==> src/rtl/ra_pkg.sv <==
// Shared types for the runahead sequencing controller.
package ra_pkg;
    typedef enum logic {
        RA_NORMAL = 1'b0,
        RA_AHEAD  = 1'b1
    } ra_mode_e;
endpackage

==> src/rtl/ra_mode_seq.sv <==
// Mode sequencer: owns the normal/runahead state, the saved miss context and
// the entry/exit pulses. Assumes miss and fill inputs are single-cycle events.
module ra_mode_seq
    import ra_pkg::*;
#(
    parameter int PC_W   = 32,
    parameter int LINE_W = 26
) (
    input  logic              clk,
    input  logic              rst_n,
    input  logic              miss_valid,
    input  logic [PC_W-1:0]   miss_pc,
    input  logic [LINE_W-1:0] miss_line,
    input  logic              line_pending,
    input  logic              fill_valid,
    input  logic [LINE_W-1:0] fill_line,
    output logic              in_runahead,
    output logic              capture_pulse,
    output logic              restore_pulse,
    output logic              redirect_pulse,
    output logic [PC_W-1:0]   saved_pc,
    output logic              demand_pulse,
    output logic [LINE_W-1:0] saved_line,
    output logic              pf_push
);
    ra_mode_e state;
    logic     fill_hit;

    // Exit condition: the fill for the line that started this episode.
    always_comb fill_hit = (state == RA_AHEAD) && fill_valid && (fill_line == saved_line);

    // Misses during runahead become prefetches unless the exit wins this cycle.
    always_comb pf_push = (state == RA_AHEAD) && miss_valid && !fill_hit;

    always_comb in_runahead = (state == RA_AHEAD);

    // State transitions, saved context and one-cycle pulses.
    always_ff @(posedge clk) begin
        if (!rst_n) begin
            state          <= RA_NORMAL;
            saved_pc       <= '0;
            saved_line     <= '0;
            capture_pulse  <= 1'b0;
            restore_pulse  <= 1'b0;
            redirect_pulse <= 1'b0;
            demand_pulse   <= 1'b0;
        end else begin
            capture_pulse  <= 1'b0;
            restore_pulse  <= 1'b0;
            redirect_pulse <= 1'b0;
            demand_pulse   <= 1'b0;
            case (state)
                RA_NORMAL: begin
                    if (miss_valid) begin
                        state         <= RA_AHEAD;
                        saved_pc      <= miss_pc;
                        saved_line    <= miss_line;
                        capture_pulse <= 1'b1;
                        demand_pulse  <= !line_pending;
                    end
                end
                RA_AHEAD: begin
                    if (fill_hit) begin
                        state          <= RA_NORMAL;
                        restore_pulse  <= 1'b1;
                        redirect_pulse <= 1'b1;
                    end
                end
                default: state <= RA_NORMAL;
            endcase
        end
    end

    // entry follows a normal-mode miss and latches its address.
    assert_enter_R1: assert property (@(posedge clk) disable iff (!rst_n)
        (state == RA_NORMAL && miss_valid) |=> (state == RA_AHEAD && saved_pc == $past(miss_pc)));

    // capture is never held for two cycles.
    assert_capture_single_R3: assert property (@(posedge clk) disable iff (!rst_n)
        capture_pulse |=> !capture_pulse);

    // no nested episode on a runahead miss.
    assert_no_nest_R5: assert property (@(posedge clk) disable iff (!rst_n)
        (state == RA_AHEAD && miss_valid && !fill_hit) |=>
            (state == RA_AHEAD && $stable(saved_pc) && !capture_pulse));

    // matching fill exits with restore and redirect.
    assert_exit_R8: assert property (@(posedge clk) disable iff (!rst_n)
        fill_hit |=> (state == RA_NORMAL && restore_pulse && redirect_pulse));

    // a miss coinciding with the exit is not queued.
    assert_exit_wins_R10: assert property (@(posedge clk) disable iff (!rst_n)
        (fill_hit && miss_valid) |-> !pf_push);
endmodule

==> src/rtl/ra_pf_fifo.sv <==
// Prefetch request queue: circular buffer of line addresses. Pushes while full
// are dropped; a pop happens when the head is valid and the consumer is ready.
module ra_pf_fifo #(
    parameter int DEPTH  = 4,
    parameter int LINE_W = 26
) (
    input  logic              clk,
    input  logic              rst_n,
    input  logic              push,
    input  logic [LINE_W-1:0] push_line,
    input  logic              pop_ready,
    output logic              head_valid,
    output logic [LINE_W-1:0] head_line
);
    localparam int PTR_W = (DEPTH > 1) ? $clog2(DEPTH) : 1;
    localparam int CNT_W = $clog2(DEPTH + 1);
    localparam logic [PTR_W-1:0] LAST = PTR_W'(DEPTH - 1);
    localparam logic [CNT_W-1:0] FULL_CNT = CNT_W'(DEPTH);

    logic [LINE_W-1:0] slots [DEPTH];
    logic [PTR_W-1:0]  wr_ptr, rd_ptr;
    logic [CNT_W-1:0]  count;
    logic              full, do_push, do_pop;

    // Handshake decode.
    always_comb begin
        full       = (count == FULL_CNT);
        head_valid = (count != '0);
        do_pop     = head_valid && pop_ready;
        do_push    = push && !full;
        head_line  = slots[rd_ptr];
    end

    // Storage write; no reset needed for data.
    always_ff @(posedge clk) begin
        if (do_push) slots[wr_ptr] <= push_line;
    end

    // Pointer and occupancy update.
    always_ff @(posedge clk) begin
        if (!rst_n) begin
            wr_ptr <= '0;
            rd_ptr <= '0;
            count  <= '0;
        end else begin
            if (do_push) wr_ptr <= (wr_ptr == LAST) ? '0 : wr_ptr + 1'b1;
            if (do_pop)  rd_ptr <= (rd_ptr == LAST) ? '0 : rd_ptr + 1'b1;
            case ({do_push, do_pop})
                2'b10:   count <= count + 1'b1;
                2'b01:   count <= count - 1'b1;
                default: count <= count;
            endcase
        end
    end

    // occupancy never exceeds depth.
    assert_no_overflow_R6: assert property (@(posedge clk) disable iff (!rst_n)
        count <= FULL_CNT);

    // a push into a full queue without a pop leaves it full (dropped).
    assert_drop_when_full_R6: assert property (@(posedge clk) disable iff (!rst_n)
        (full && push && !pop_ready) |=> (count == FULL_CNT && $stable(wr_ptr)));
endmodule

==> src/rtl/runahead_ctrl.sv <==
// Top of the runahead sequencing controller. Combines the mode sequencer, the
// prefetch queue, the store write gate and the branch flush filter. Assumes the
// core stalls nothing on misses during runahead and honours the redirect.
module runahead_ctrl
    import ra_pkg::*;
#(
    parameter int PC_W     = 32,
    parameter int LINE_W   = 26,
    parameter int PF_DEPTH = 4
) (
    input  logic              clk,
    input  logic              rst_n,
    input  logic              miss_valid,
    input  logic [PC_W-1:0]   miss_pc,
    input  logic [LINE_W-1:0] miss_line,
    input  logic              line_pending,
    input  logic              fill_valid,
    input  logic [LINE_W-1:0] fill_line,
    input  logic              store_valid,
    input  logic              br_valid,
    input  logic              br_src_inv,
    input  logic              br_pred_taken,
    input  logic              br_taken,
    input  logic              pf_ready,
    output logic              runahead_mode,
    output logic              demand_req,
    output logic [LINE_W-1:0] demand_line,
    output logic              pf_valid,
    output logic [LINE_W-1:0] pf_line,
    output logic              mem_wr_en,
    output logic              br_flush,
    output logic              ckpt_capture,
    output logic              ckpt_restore,
    output logic              redirect_valid,
    output logic [PC_W-1:0]   redirect_pc
);
    logic pf_push;

    ra_mode_seq #(.PC_W(PC_W), .LINE_W(LINE_W)) u_seq (
        .clk            (clk),
        .rst_n          (rst_n),
        .miss_valid     (miss_valid),
        .miss_pc        (miss_pc),
        .miss_line      (miss_line),
        .line_pending   (line_pending),
        .fill_valid     (fill_valid),
        .fill_line      (fill_line),
        .in_runahead    (runahead_mode),
        .capture_pulse  (ckpt_capture),
        .restore_pulse  (ckpt_restore),
        .redirect_pulse (redirect_valid),
        .saved_pc       (redirect_pc),
        .demand_pulse   (demand_req),
        .saved_line     (demand_line),
        .pf_push        (pf_push)
    );

    ra_pf_fifo #(.DEPTH(PF_DEPTH), .LINE_W(LINE_W)) u_pf (
        .clk        (clk),
        .rst_n      (rst_n),
        .push       (pf_push),
        .push_line  (miss_line),
        .pop_ready  (pf_ready),
        .head_valid (pf_valid),
        .head_line  (pf_line)
    );

    // Memory writes pass only in normal mode.
    always_comb mem_wr_en = store_valid && !runahead_mode;

    // Flush on mispredict, except invalid-source branches during runahead.
    always_comb br_flush = br_valid && (br_pred_taken != br_taken)
                           && !(runahead_mode && br_src_inv);

    // stores never reach memory while in runahead.
    assert_store_blocked_R4: assert property (@(posedge clk) disable iff (!rst_n)
        runahead_mode |-> !mem_wr_en);

    // invalid-source branches in runahead never flush.
    assert_inv_branch_R7: assert property (@(posedge clk) disable iff (!rst_n)
        (runahead_mode && br_valid && br_src_inv) |-> !br_flush);

    // demand request only in the first runahead cycle.
    assert_demand_on_entry_R2: assert property (@(posedge clk) disable iff (!rst_n)
        demand_req |-> (runahead_mode && ckpt_capture));
endmodule

==> config.mk <==
export PLATFORM = sky130hd
export DESIGN_NAME = runahead_ctrl
export DESIGN_NICKNAME = d
export VERILOG_FILES = /design/src/rtl/ra_pkg.sv /design/src/rtl/ra_mode_seq.sv /design/src/rtl/ra_pf_fifo.sv /design/src/rtl/runahead_ctrl.sv
export SDC_FILE = /design/constraint.sdc
export NUM_CORES = 1
export LEC_CHECK = 0
export ABC_AREA = 0
export BUFFER_PORTS_ARGS = -buffer_cell sky130_fd_sc_hd__buf_2
export CORE_ASPECT_RATIO = 1.75
export CORE_MARGIN = 4
export CORE_UTILIZATION = 45
export DETAILED_ROUTE_END_ITERATION = 16
export PLACE_DENSITY = 0.83
export SLEW_MARGIN = 0
export SYNTH_ARGS = -nofsm -noshare
export SYNTH_HDL_FRONTEND = slang
export SYNTH_SLANG_ARGS = --single-unit
==> constraint.sdc <==
create_clock -name clk -period 3.3 [get_ports clk]
set_clock_uncertainty 0.05 [all_clocks]
set_input_delay 0.33 -clock clk [delete_from_list [all_inputs] [get_ports clk]]
set_output_delay 0.33 -clock clk [all_outputs]
set_load 0.05 [all_outputs]
==> results.cfg <==
[die]
io-pin-count = 187
core_region_area_mm2 = 0.0144
die_width_um = 99.6
die_height_um = 168
fp.dieArea_mm2 = 0.0168
placementRows = 58
floorplan.initialDensity = 0.460

[synth]
synth_edf_count = 104
postSynthCellCount = 495
seq_area_frac_synth = 0.687
synth_nets = 597
synth_top_cell_area_share = 0.472
post_synth_num_cell_types = 30
synth_area_leader = edfxtp_1
yosys_register_bits = 175
synth.yosys.warnings = 0
synth.cell_area_mm2 = 0.00661
avgSynthCellArea_um2 = 13.4
synthFlopType = edfxtp_1
proportion_of_synthesized_flip_flops_having_asynchronous_set_or_reset = 0
synth_area_leaders = edfxtp_1 47%, dfxtp_1 21%, mux4_2 8.9%

[flow_run]
maxCapViolCount = 0

[cts]
post_cts_hold_buffer_count = 0
cts_resized = 0
worstSkewPairLatency_ns = 0.41
cts_setup_buffers = 0
worst_setup_hold_path_clk_slew_ns = 0.07
clock-root-buffer = clkbuf_16
cts_buffer_depth = 2
clock_sink_count = 175
clock_tree.htree_level_count = 4
numCtsBuffers = 17
cts_tree = done

[timing]
final_critical_path_required_period_ns = 3.06
final-hold-violation-count = 0
maxSlewViolCount = 0
worst_slew_pin_slew_ns = 1.05
fin_tns_setup_ns = 0
max_freq_mhz = 327
unrepaired_setup_endpoints_after_global_routing = false
hold_worst_slack_ns = 0.0168
final_min_period_over_clock_period = 0.928
setup_viol_count_final = 0
slew_margin_rel = 0.298
setup_ws_ns = 0.239

[grt]
antenna_violations_before_repair = 1
first_global_vias = 4767
groute.usage.overall = 0.198
grt_first_pass_wirelength_um = 25100
grt_overflow_total = 0
grt_max_degree = 50

[power_and_ir_drop]
p_int_mw = 3.98
power.switching_mw = 1.72
vdd_ir_drop_max_mv = 0.345
design_power_total_mw = 5.70
power.sequential.fraction = 0.439
leakagePower_nw = 3.27
power-per-cell-area_mw_per_mm2 = 682
comb_power_share = 0.209
share_clk_of_total_power = 0.352
power_switching_share = 0.302

[status]
status = complete, no violations

[critical_path]
cp_slowest_stage_delay_ns = 0.49
worst_path_max_delay_cell = or4_1
critical_path_peak_fanout = 7
ff2ff_setup_slack_ns = 0.24
cp.buffers_inverters = 2
critical_path.top_delay_family = simple AND/OR/NAND/NOR gates
cp_data_required_time_ns = 3.58
timing.setup.critical_path_class = register to register
timing.critical_path.cells = xor2_1, or4_1, nor4_2, a21oi_2, inv_1, ha_1, inv_1, fa_1, xor2_1, or3_1, a21oi_1
cp.arrival_ns = 3.34
startpoint_type = register
critPathCaptureType = register

[detailed_routing]
drc = 0
drt-initial-drc-count = 202
avgRoutedWirePerCell_um = 18.5
drt_first_pass_iters = 4
vias_per_cell = 5.11
drt-total-wl_um = 16200
via_count = 4495
route.antenna.remaining_nets = 0

[final_layout]
sequential_cell_area_mm2 = 0.00455
postLayoutCoreUtil = 0.582
post_route_cells_drive_above_1_share = 0.371
nNetsFinal = 787
multi_input_area_mm2 = 0.00194
layout-area-overhead-vs-synth_pct = 26.4
filler_cell_count = 1176

[hold_path]
worst_hold_path_type = input port to register

[place]
detailedPlace.worstSlack_ns = 0.141
gp_routability_congestion = 0.784
portBuffers = 186
hpwlAfterDp_um = 11600
[registers in the layout (all words and copies together) (netlist names), named ones only]
register	cells
u_pf.slots	104
u_seq.saved_pc	32
u_seq.saved_line	26
u_pf.count	3
u_pf.rd_ptr	2
u_pf.wr_ptr	2
u_seq.capture_pulse	1
u_seq.demand_pulse	1
u_seq.in_runahead	1
u_seq.restore_pulse	1
[through the flow]
step | cell area (um^2) | std cells
floorplan | 6610 | 495
global placement | 7760 | 846
detailed placement | 7760 | 846
CTS | 8360 | 878
global route | 8360 | 879
finish | 8360 | 879
[final timing paths]
kind	start	endpoint	cells past startpoint
setup / recovery	u_seq.saved_line[24]$_SDFFE_PN0P_	u_pf.count[2]$_SDFFE_PN0P_	11
hold / removal	line_pending	u_seq.demand_pulse$_SDFF_PP0_	2
setup reg to reg	u_seq.saved_line[24]$_SDFFE_PN0P_	u_pf.count[2]$_SDFFE_PN0P_	11
hold reg to reg	u_seq.saved_pc[13]$_SDFFE_PN0P_	u_seq.saved_pc[13]$_SDFFE_PN0P_	2
[cells in the mapped netlist (2+ instances only)]
cell type and number:
nand2_1 125, edfxtp_1 104, dfxtp_1 71, a21oi_1 63
mux4_2 26, xnor2_1 23, clkbuf_1 19, inv_1 8
nor2_1 7, ha_1 6, buf_1 5, nand4_1 5
xor2_1 5, and2_1 4, nand3_1 3, nor3_1 3
or3_1 3, buf_2 2, mux2i_1 2
[cell usage in the layout (no fill, tap or decap), drive strengths merged]
master and n:
mux4 26, nor2 7, clkinv 5, inv 11
nor4 1, and2b 1, nand4 5, o211a 1
or3 3, mux2i 2, a21oi 64, and3 1
dfxtp 71, nand3 3, nor3 3, edfxtp 104
bufinv 3, xor2 5, buf 198, xnor2 23
nand2b 1, diode 1, and2 4, ha 6
or4 1, o21ai 1, clkbuf 18, clkinvlp 3
nand2 125, nor2b 1, fa 1
[metal layers]
metal,GRT usage,up-vias,share of wire
li1,-,2132,-
met1,0.212,2163,0.35
met2,0.360,173,0.56
met3,0.0510,27,0.061
met4,0.0880,0,0.030
met5,0,-,0
[layout make-up]
type	instances	area share
Multi-Input combinational cell	285	0.232
Clock inverter	14	0.0196
Inverter	8	0.00359
Tap cell	180	0.0269
Timing Repair Buffer	198	0.122
Sequential cell	175	0.544
Clock buffer	18	0.0513
Antenna cell	1	0.000299
[power by group through the flow]
stage	clock network [mW]	logic, mW	registers [mW]
after floorplan	0	0.771	2.64
after global placement	0	1.19	2.54
after detailed placement	0	1.20	2.55
after CTS	2.04	1.21	2.50
after global routing	2.14	1.27	2.52
final	2.01	1.19	2.50
[cells by family (layout without fill, tap and decap cells)]
group,after synthesis,count (layout),share of synthesized area
and+or+nand+nor,156,156,0.0978
muxes,28,28,0.0916
adders and majority gates,7,7,0.0144
buffers and inverters,35,238,0.0208
AOI/OAI and AO/OA,66,66,0.0513
DFF,175,175,0.687
xor gates and xnor gates,28,28,0.0371
other,0,1,0
[worst register-to-register path: cells and delay by family (launching register included)]
kind / cells / cell delay (ns)
buffers and inverters: 2 / 0.16
flip-flops: 1 / 0.33
AND/OR/NAND/NOR: 3 / 1.15
adder cells (fa/ha/maj): 2 / 0.62
AO/OA/AOI/OAI: 2 / 0.31
XOR/XNOR: 2 / 0.36
No activity file was read; power rests on OpenSTA's default activity.
